--- src/rtl/mp_uart_rx.sv ---
module mp_uart_rx #(
  parameter int DW     = 8,
  parameter int OSR    = 16,
  parameter int PAR_EN = 1
) (
  input  logic          clk,
  input  logic          rst_n,
  input  logic          rx_en,
  input  logic          baud_tick,
  input  logic          rxd,
  input  logic [DW-1:0] station_id,
  input  logic          clr_rdy,
  input  logic          clr_err,
  output logic [DW-1:0] rx_data,
  output logic          rdy,
  output logic          ovr_err,
  output logic          frm_err,
  output logic          par_err
);
  localparam int NB   = DW + 2 + PAR_EN;
  localparam int CW   = $clog2(OSR);
  localparam int IW   = $clog2(NB + 1);
  localparam int HALF = OSR / 2 - 1;

  typedef enum logic [1:0] {IDLE, START, BITS} st_t;
  st_t st;
  logic [CW-1:0] cnt;
  logic [IW-1:0] idx;
  logic [NB-1:0] sh;
  logic          open_q;

  wire          last  = rx_en && baud_tick && st == BITS &&
                        cnt == CW'(OSR - 1) && idx == IW'(NB - 1);
  wire [NB-1:0] frame = {rxd, sh[NB-1:1]};
  wire [DW-1:0] fdata = frame[DW-1:0];
  wire          fmp   = frame[DW];
  wire          fstop_bad = !frame[NB-1];
  logic         fpar_bad;

  generate
    if (PAR_EN != 0) begin : g_par
      assign fpar_bad = ^frame[DW+1:0] ^ fmp;
    end else begin : g_nopar
      assign fpar_bad = 1'b0;
    end
  endgenerate

  wire accept  = last && !fmp && open_q;
  wire err_frm = last && (fmp || open_q);

  always_ff @(posedge clk or negedge rst_n) begin
    if (!rst_n) begin
      st <= IDLE; cnt <= '0; idx <= '0; sh <= '0; open_q <= 1'b0;
    end else if (!rx_en) begin
      st <= IDLE; cnt <= '0; idx <= '0; open_q <= 1'b0;
    end else if (baud_tick) begin
      case (st)
        IDLE: if (!rxd) begin st <= START; cnt <= '0; end
        START: begin
          if (cnt == CW'(HALF)) begin
            st  <= rxd ? IDLE : BITS;
            cnt <= '0;
            idx <= '0;
          end else cnt <= cnt + 1'b1;
        end
        BITS: begin
          if (cnt == CW'(OSR - 1)) begin
            sh  <= frame;
            cnt <= '0;
            if (idx == IW'(NB - 1)) st <= IDLE;
            else idx <= idx + 1'b1;
          end else cnt <= cnt + 1'b1;
        end
        default: st <= IDLE;
      endcase
      if (last && fmp) open_q <= (fdata == station_id) && !fstop_bad && !fpar_bad;
    end
  end

  always_ff @(posedge clk or negedge rst_n) begin
    if (!rst_n) begin
      rx_data <= '0; rdy <= 1'b0; ovr_err <= 1'b0; frm_err <= 1'b0; par_err <= 1'b0;
    end else begin
      if (accept && !rdy) begin
        rx_data <= fdata;
        rdy     <= 1'b1;
      end else if (clr_rdy) rdy <= 1'b0;
      if (accept && rdy) ovr_err <= 1'b1;
      else if (clr_err) ovr_err <= 1'b0;
      if (err_frm && fstop_bad) frm_err <= 1'b1;
      else if (clr_err) frm_err <= 1'b0;
      if (err_frm && fpar_bad) par_err <= 1'b1;
      else if (clr_err) par_err <= 1'b0;
    end
  end

  a_r3_addr_no_write: assert property (@(posedge clk) disable iff (!rst_n)
    last && fmp |=> $stable(rx_data));
  a_r6_overrun_keeps: assert property (@(posedge clk) disable iff (!rst_n)
    accept && rdy |=> $stable(rx_data) && ovr_err);
  a_r4_closed_ignored: assert property (@(posedge clk) disable iff (!rst_n)
    last && !fmp && !open_q && !clr_rdy && !clr_err |=>
    $stable(rdy) && $stable(frm_err) && $stable(par_err) && $stable(ovr_err));
  a_r11_disable_closes: assert property (@(posedge clk) disable iff (!rst_n)
    !rx_en |=> !open_q);
  a_r10_clr_rdy: assert property (@(posedge clk) disable iff (!rst_n)
    clr_rdy && !accept |=> !rdy);
  a_r10_clr_err: assert property (@(posedge clk) disable iff (!rst_n)
    clr_err && !last |=> !ovr_err && !frm_err && !par_err);
endmodule

--- config.mk ---
export PLATFORM = sky130hd
export DESIGN_NAME = mp_uart_rx
export DESIGN_NICKNAME = d
export VERILOG_FILES = /design/src/rtl/mp_uart_rx.sv
export SDC_FILE = /design/constraint.sdc
export NUM_CORES = 1
export LEC_CHECK = 0
export BUFFER_PORTS_ARGS = -buffer_cell sky130_fd_sc_hd__buf_4
export CORE_MARGIN = 2
export CORE_UTILIZATION = 56
export DETAILED_ROUTE_END_ITERATION = 7
export PLACE_DENSITY = 0.89
export SYNTH_ARGS = -nofsm -noshare
export SYNTH_HDL_FRONTEND = slang
export SYNTH_SLANG_ARGS = --single-unit
--- constraint.sdc ---
create_clock -name clk -period 2.85 [get_ports clk]
set_clock_uncertainty 0.2 [all_clocks]
set_input_delay 0.285 -clock clk [delete_from_list [all_inputs] [get_ports clk]]
set_output_delay 0.285 -clock clk [all_outputs]
set_load 0.05 [all_outputs]
# Word level (Yosys, flattened, before mapping)
# Index checks and enable logic that the tools add are counted.
# Widths: inputs -> output; s select.
op_classes:
  add_sub_neg: 2
  eq_ne: 15
  muxes: 29
  n_bitwise: 1
  n_reduce_logical: 30
op_table:
  columns: ["operator", "n"]
  rows:
  - ["$mux 4", 10]
  - ["$logic_and 1x1->1", 14]
  - ["$mux 2", 7]
  - ["$pmux 4 s3", 1]
  - ["$reduce_and 5->1", 2]
  - ["$reduce_xor 10->1", 1]
  - ["$mux 1", 9]
  - ["$ne 3x3->1 const B", 3]
  - ["$add 4x1->4 const B", 2]
  - ["$eq 4x4->1 const B", 2]
  - ["$eq 8x8->1", 1]
  - ["$pmux 4 s2", 1]
  - ["$reduce_bool 2->1", 4]
  - ["$ne 3x2->1 const B", 2]
  - ["$pmux 2 s3", 1]
  - ["$eq 4x3->1 const B", 1]
  - ["$logic_not 1->1", 4]
  - ["$ne 2x1->1 const B", 2]
  - ["$ne 4x1->1 const B", 1]
  - ["$reduce_and 4->1", 1]
  - ["$ne 3x1->1 const B", 1]
  - ["$reduce_and 3->1", 1]
  - ["$eq 2x1->1 const B", 1]
  - ["$eq 2x2->1 const B", 1]
  - ["other kinds (4)", 4]
word_totals:
  reg_bits: 34
  inputBits: 15
  wordCells: 87

# Depth between registers and ports, before layout
depth:
  depth_word: 8
  mapped_depth: 7
  depth_no_buf: 6

# Least setup slack after synthesis
# Ideal clock, no wire load.
synth_path:
  path_kind: "register to register"
  from: "register st[0]"
  to: "register rx_data[0]"
  arrival_ns: 1.699
  t_required_ns: 2.525
  setup_slack_ns: 0.827
  path_stages_with_launch: 8
  path_buffers: 1
  synth_period_minus_slack_ns: 2.023
  path_cell_list: "dfrtp_1 > inv_1 > ha_1 > and4_1 > and3_4 > and3_2 > buf_6 > mux2_2"
synth_via:
  elab_chain_len: 7
synth_rtl:
  columns: ["item", "line_no", "source"]
  rows:
  - ["start: declaration", "26", "st_t st;"]
  - ["start signal: assignment", "61", "st <= rxd ? IDLE : BITS;"]
  - ["$eq 2x2->1", "32", "wire last = rx_en && baud_tick && st == BITS &&"]
  - ["$logic_and 1x1->1 (2 in series)", "32", null]
  - ["$logic_and 1x1->1", "33", "cnt == CW'(OSR - 1) && idx == IW'(NB - 1);"]
  - ["$logic_and 1x1->1 (2 in series)", "48", "wire accept = last && !fmp && open_q;"]
  - ["$logic_and 1x1->1", "84", "if (accept && !rdy) begin"]
  - ["end signal: assignment", "85", "rx_data <= fdata;"]
  - ["end: declaration", "14", "output logic [DW-1:0] rx_data,"]
# Every way passes these cells.
# A chain may end at the register's enable or synchronous reset.

# Worst setup path in the final report
layout_path:
  from: "register st[0]"
  to: "register frm_err"
layout_via:
  elab_chain_len: 7
layout_rtl:
  columns: ["item", "line_no", "source"]
  rows:
  - ["$eq 2x2->1 (*)", "32", null]
  - ["$logic_and 1x1->1 (*) (2 in series)", "32", null]
  - ["$logic_and 1x1->1 (*)", "33", null]
  - ["$logic_and 1x1->1 (*)", "49", "wire err_frm = last && (fmp || open_q);"]
  - ["$logic_and 1x1->1 (*)", "90", "if (err_frm && fstop_bad) frm_err <= 1'b1;"]
  - ["$mux 1 / $reduce_bool 2->1 (equally long branches)", null, null]
  - ["end signal: assignment", "82", "rx_data <= '0; rdy <= 1'b0; ovr_err <= 1'b0; frm_err <= 1'b0; par_err <= 1'b0;"]
  - ["end signal: assignment", "90", null]
  - ["end signal: assignment", "91", "else if (clr_err) frm_err <= 1'b0;"]
  - ["end: declaration", "17", "output logic frm_err,"]
# Mark *: on every way between the ends. The rest lies on a longest branch, timed or not.

==> impl_metrics.csv <==
group,metric,value,unit
min_path,hp-start,"clr_rdy",
synth,synth_area,1836,sq um
run,maxCapViolations,0,
detailed_routing,routedWlPerCell,16.39,um
critical_path,critPathTopFamily,"buffers and inverters",
cells_and_area,num_antenna_cells,0,
clock_network,insertion_delay,0.34,ns
die,start_util,0.5963,
critical_path,cp-startpoint,"st[0]$_DFFE_PN0P_",
synth,syn-num-nets,183,
global_routing,first_global_vias,1397,
clock_network,tritoncts,"built",
sta,rsz0062_at_grt,"false",
critical_path,critPathCaptureType,"flip-flop",
cells_and_area,area_growth,17.31,%
min_path,worst_hold_path_type,"in -> reg",
critical_path,r2r_start,"st[0]$_DFFE_PN0P_",
clock_network,clockBufferDepth,2,
critical_path,cp.required,2.92,ns
cells_and_area,final_cells,236,
die,die_x,61.25,um
sta,finalHoldViolCount,0,
critical_path,worstSetupStartpointType,"flip-flop",
synth,yosys-top-cells-area,"dfrtp_1, mux2_2, xnor2_1, ha_1, inv_1",
critical_path,cp_max_fo,14,
placed_design,pre_cts_slack,0.2935,ns
sta,tns,0,ns
synth,yosys.area.top_type,"dfrtp_1",
critical_path,cpPeakStageDelay,0.57,ns
sta,max_slew_margin,0.6435,
synth,yosysMostFrequentCell,"dfrtp_1",
sta,setup-violations-final,0,
detailed_routing,antenna_left,0,
global_routing,grt_max_degree,34,
critical_path,worstSetupPathType,"reg -> reg",
placed_design,portBuffers,26,
clock_network,cts.clk_slew.worst_paths,0.10,ns
clock_network,cts_buffers,5,
synth,synth_edf_count,0,
cells_and_area,multi_input_area,928.4,sq um
power_and_ir_drop,power_density,420.9,nW/um^2
cells_and_area,n_fill_cell,218,
synth,ys_warn_count,0,
clock_network,htree_levels,2,
global_routing,top_usage_layer,"met2",
cells_and_area,nets,213,
detailed_routing,drc,0,
critical_path,worstPathArrival,2.70,ns
detailed_routing,drt_iter0_markers,48,
global_routing,grt.met1_usage,0.2967,
synth,synth_flop_cell,"dfrtp_1",
die,coreArea,3078,sq um
cells_and_area,drive_above_1_share,0.3073,
global_routing,grt_pass1_wl,6492,um
cells_and_area,seqCellArea,825.8,sq um
synth,synth_commonest_cells,"dfrtp_1, mux2_2, xnor2_1, inv_1, ha_1",
synth,yosysUniqueCellTypes,48,
placed_design,hpwl,2752,um
sta,post-route-min-period,2.632,ns
die,dieArea,3752,sq um
global_routing,antenna_found_initial,0,
critical_path,cp.buffers_inverters,2,
synth,synthCells,161,
placed_design,gp_congestion,0.8481,
sta,period_share,0.9236,
die,num_rows,20,
synth,ys_seq_area_frac,0.4499,
outcome,outcome,"completed",
critical_path,crit_chain,"inv_1 -> ha_2 -> and4_1 -> and3_4 -> nand2_1 -> o32ai_1 -> dlygate4sd3_1",
detailed_routing,viasPerCell,5.886,
placed_design,placedCellCount,225,
detailed_routing,vias,1389,
sta,worst_slack,0.2176,ns
detailed_routing,drtPass1Iterations,4,
synth,ys_seq_elements,33,
sta,drv_slew,0,
die,die_y,61.25,um
clock_network,cts_root_buf,"clkbuf_4",
detailed_routing,wl,3868,um
sta,fmax,379.9,MHz
global_routing,use_met2,0.3982,
power_and_ir_drop,ir_drop,286.6,uV
die,io_pins,27,
global_routing,met3_usage,0.06092,
global_routing,grt_util_all_layers,0.2409,
power_and_ir_drop,power.leakage,1.008,nW
sta,max_slew.worst_pin.slew,0.5332,ns
global_routing,gr-total-overflow,0,
synth,synth_top_area_frac,0.4499,
synth,synth_area_per_cell,11.40,sq um
critical_path,slowest_stage,"dlygate4sd3_1",
synth,async_flop_share,1.000,
clock_network,cts_num_sinks,33,
[placed cells by master, fill, tap and decap left out, types with 2 or more instances in the layout]
cell type | netlist | routed
a21boi_0 | 2 | 2
a21oi_1 | 6 | 6
buf_4 | 1 | 26
clkbuf_4 | 0 | 5
dfrtp_1 | 33 | 33
dlygate4sd3_1 | 0 | 3
ha_1 | 7 | 6
inv_1 | 9 | 9
mux2_2 | 19 | 19
mux2i_1 | 2 | 2
nand2_1 | 5 | 5
nand2b_1 | 2 | 2
nand3_1 | 6 | 6
nand3b_1 | 2 | 2
nand4_1 | 3 | 3
nand4b_1 | 2 | 2
nor2_1 | 3 | 3
nor2b_1 | 3 | 3
nor3b_1 | 3 | 3
o21ai_0 | 6 | 6
o21ai_1 | 2 | 2
o22ai_1 | 2 | 2
o32ai_1 | 2 | 2
xnor2_1 | 13 | 13
[worst reg2reg max path: cells and delay by family, from the launching register on]
kind | cells | cell delay [ns]
flip-flops | 1 | 0.41
buffers and inverters | 2 | 0.69
AO/OA/AOI/OAI | 1 | 0.27
adder cells (fa/ha/maj) | 1 | 0.33
AND/OR/NAND/NOR | 3 | 0.67
[worst paths after layout]
| path | cells past startpoint | endpoint | slack (ns) |
|---|---|---|---|
| max | 7 | frm_err$_DFFE_PN0P_ | 0.22 |
| min | 3 | rdy$_DFFE_PN0P_ | 0.03 |
| max reg2reg | 7 | frm_err$_DFFE_PN0P_ | 0.22 |
| min reg2reg | 1 | rx_data[0]$_DFFE_PN0P_ | 0.32 |
| max in group asynchronous | 2 | sh[8]$_DFFE_PN0P_ | 1.93 |
| min in group asynchronous | 2 | sh[4]$_DFFE_PN0P_ | 0.20 |
[final cells by class]
type / instances / share of cell area
tap: 44 / 0.02557
inverter: 9 / 0.01569
clock inverter: 1 / 0.01395
timing repair buffer: 29 / 0.1046
sequential: 33 / 0.3835
multi-input combinational: 113 / 0.4311
clock buffer: 7 / 0.02557
[routing by layer]
metal | wire length (um) | vias up
li1 | - | 638
met1 | 1652 | 680
met2 | 1939 | 55
met3 | 186 | 16
met4 | 89 | 0
met5 | 0 | -
[what timing repair did]
item,in CTS,in global routing
resized for setup,0,1
endpoints found under the hold margin,35,0
endpoints found under the setup margin,0,1
hold buffers,3,0
buffers inserted,0,0
[cell families after synthesis]
group           after synthesis  synth area share
mux                          21            0.1275
flops                        33            0.4499
compound gates               30            0.1138
fa+ha+maj                     7           0.04771
buf+inv                      15           0.04567
xor+xnor                     15           0.07907
simple gates                 40            0.1363
[sequential cells by signal (all words and copies together), names as in the netlist]
register  flops
sh           10
rx_data       8
cnt           4
idx           4
st            2
frm_err       1
open_q        1
ovr_err       1
par_err       1
rdy           1
[where the power goes]
part,switching [mW],internal [mW],leakage [nW]
clock network,0.157,0.209,0.0455
logic,0.0390,0.0302,0.502
registers,0.00135,0.469,0.461
[stage by stage]
| stage | cell area [sq um] | utilization | power (mW) | hold WS, ns |
|---|---|---|---|---|
| floorplan | 1836 | - | 0.5094 | -0.2106 |
| global placement | 2036 | 0.6614 | 0.5408 | 0.04146 |
| detailed placement | 2036 | 0.6614 | 0.5449 | 0.04741 |
| CTS | 2151 | 0.6988 | 0.9088 | 0.02239 |
| global route | 2153 | 0.6996 | 0.9383 | 0.02307 |
| finish | 2153 | 0.6996 | 0.9064 | 0.02932 |
No activity file was read; power rests on OpenSTA's default activity.
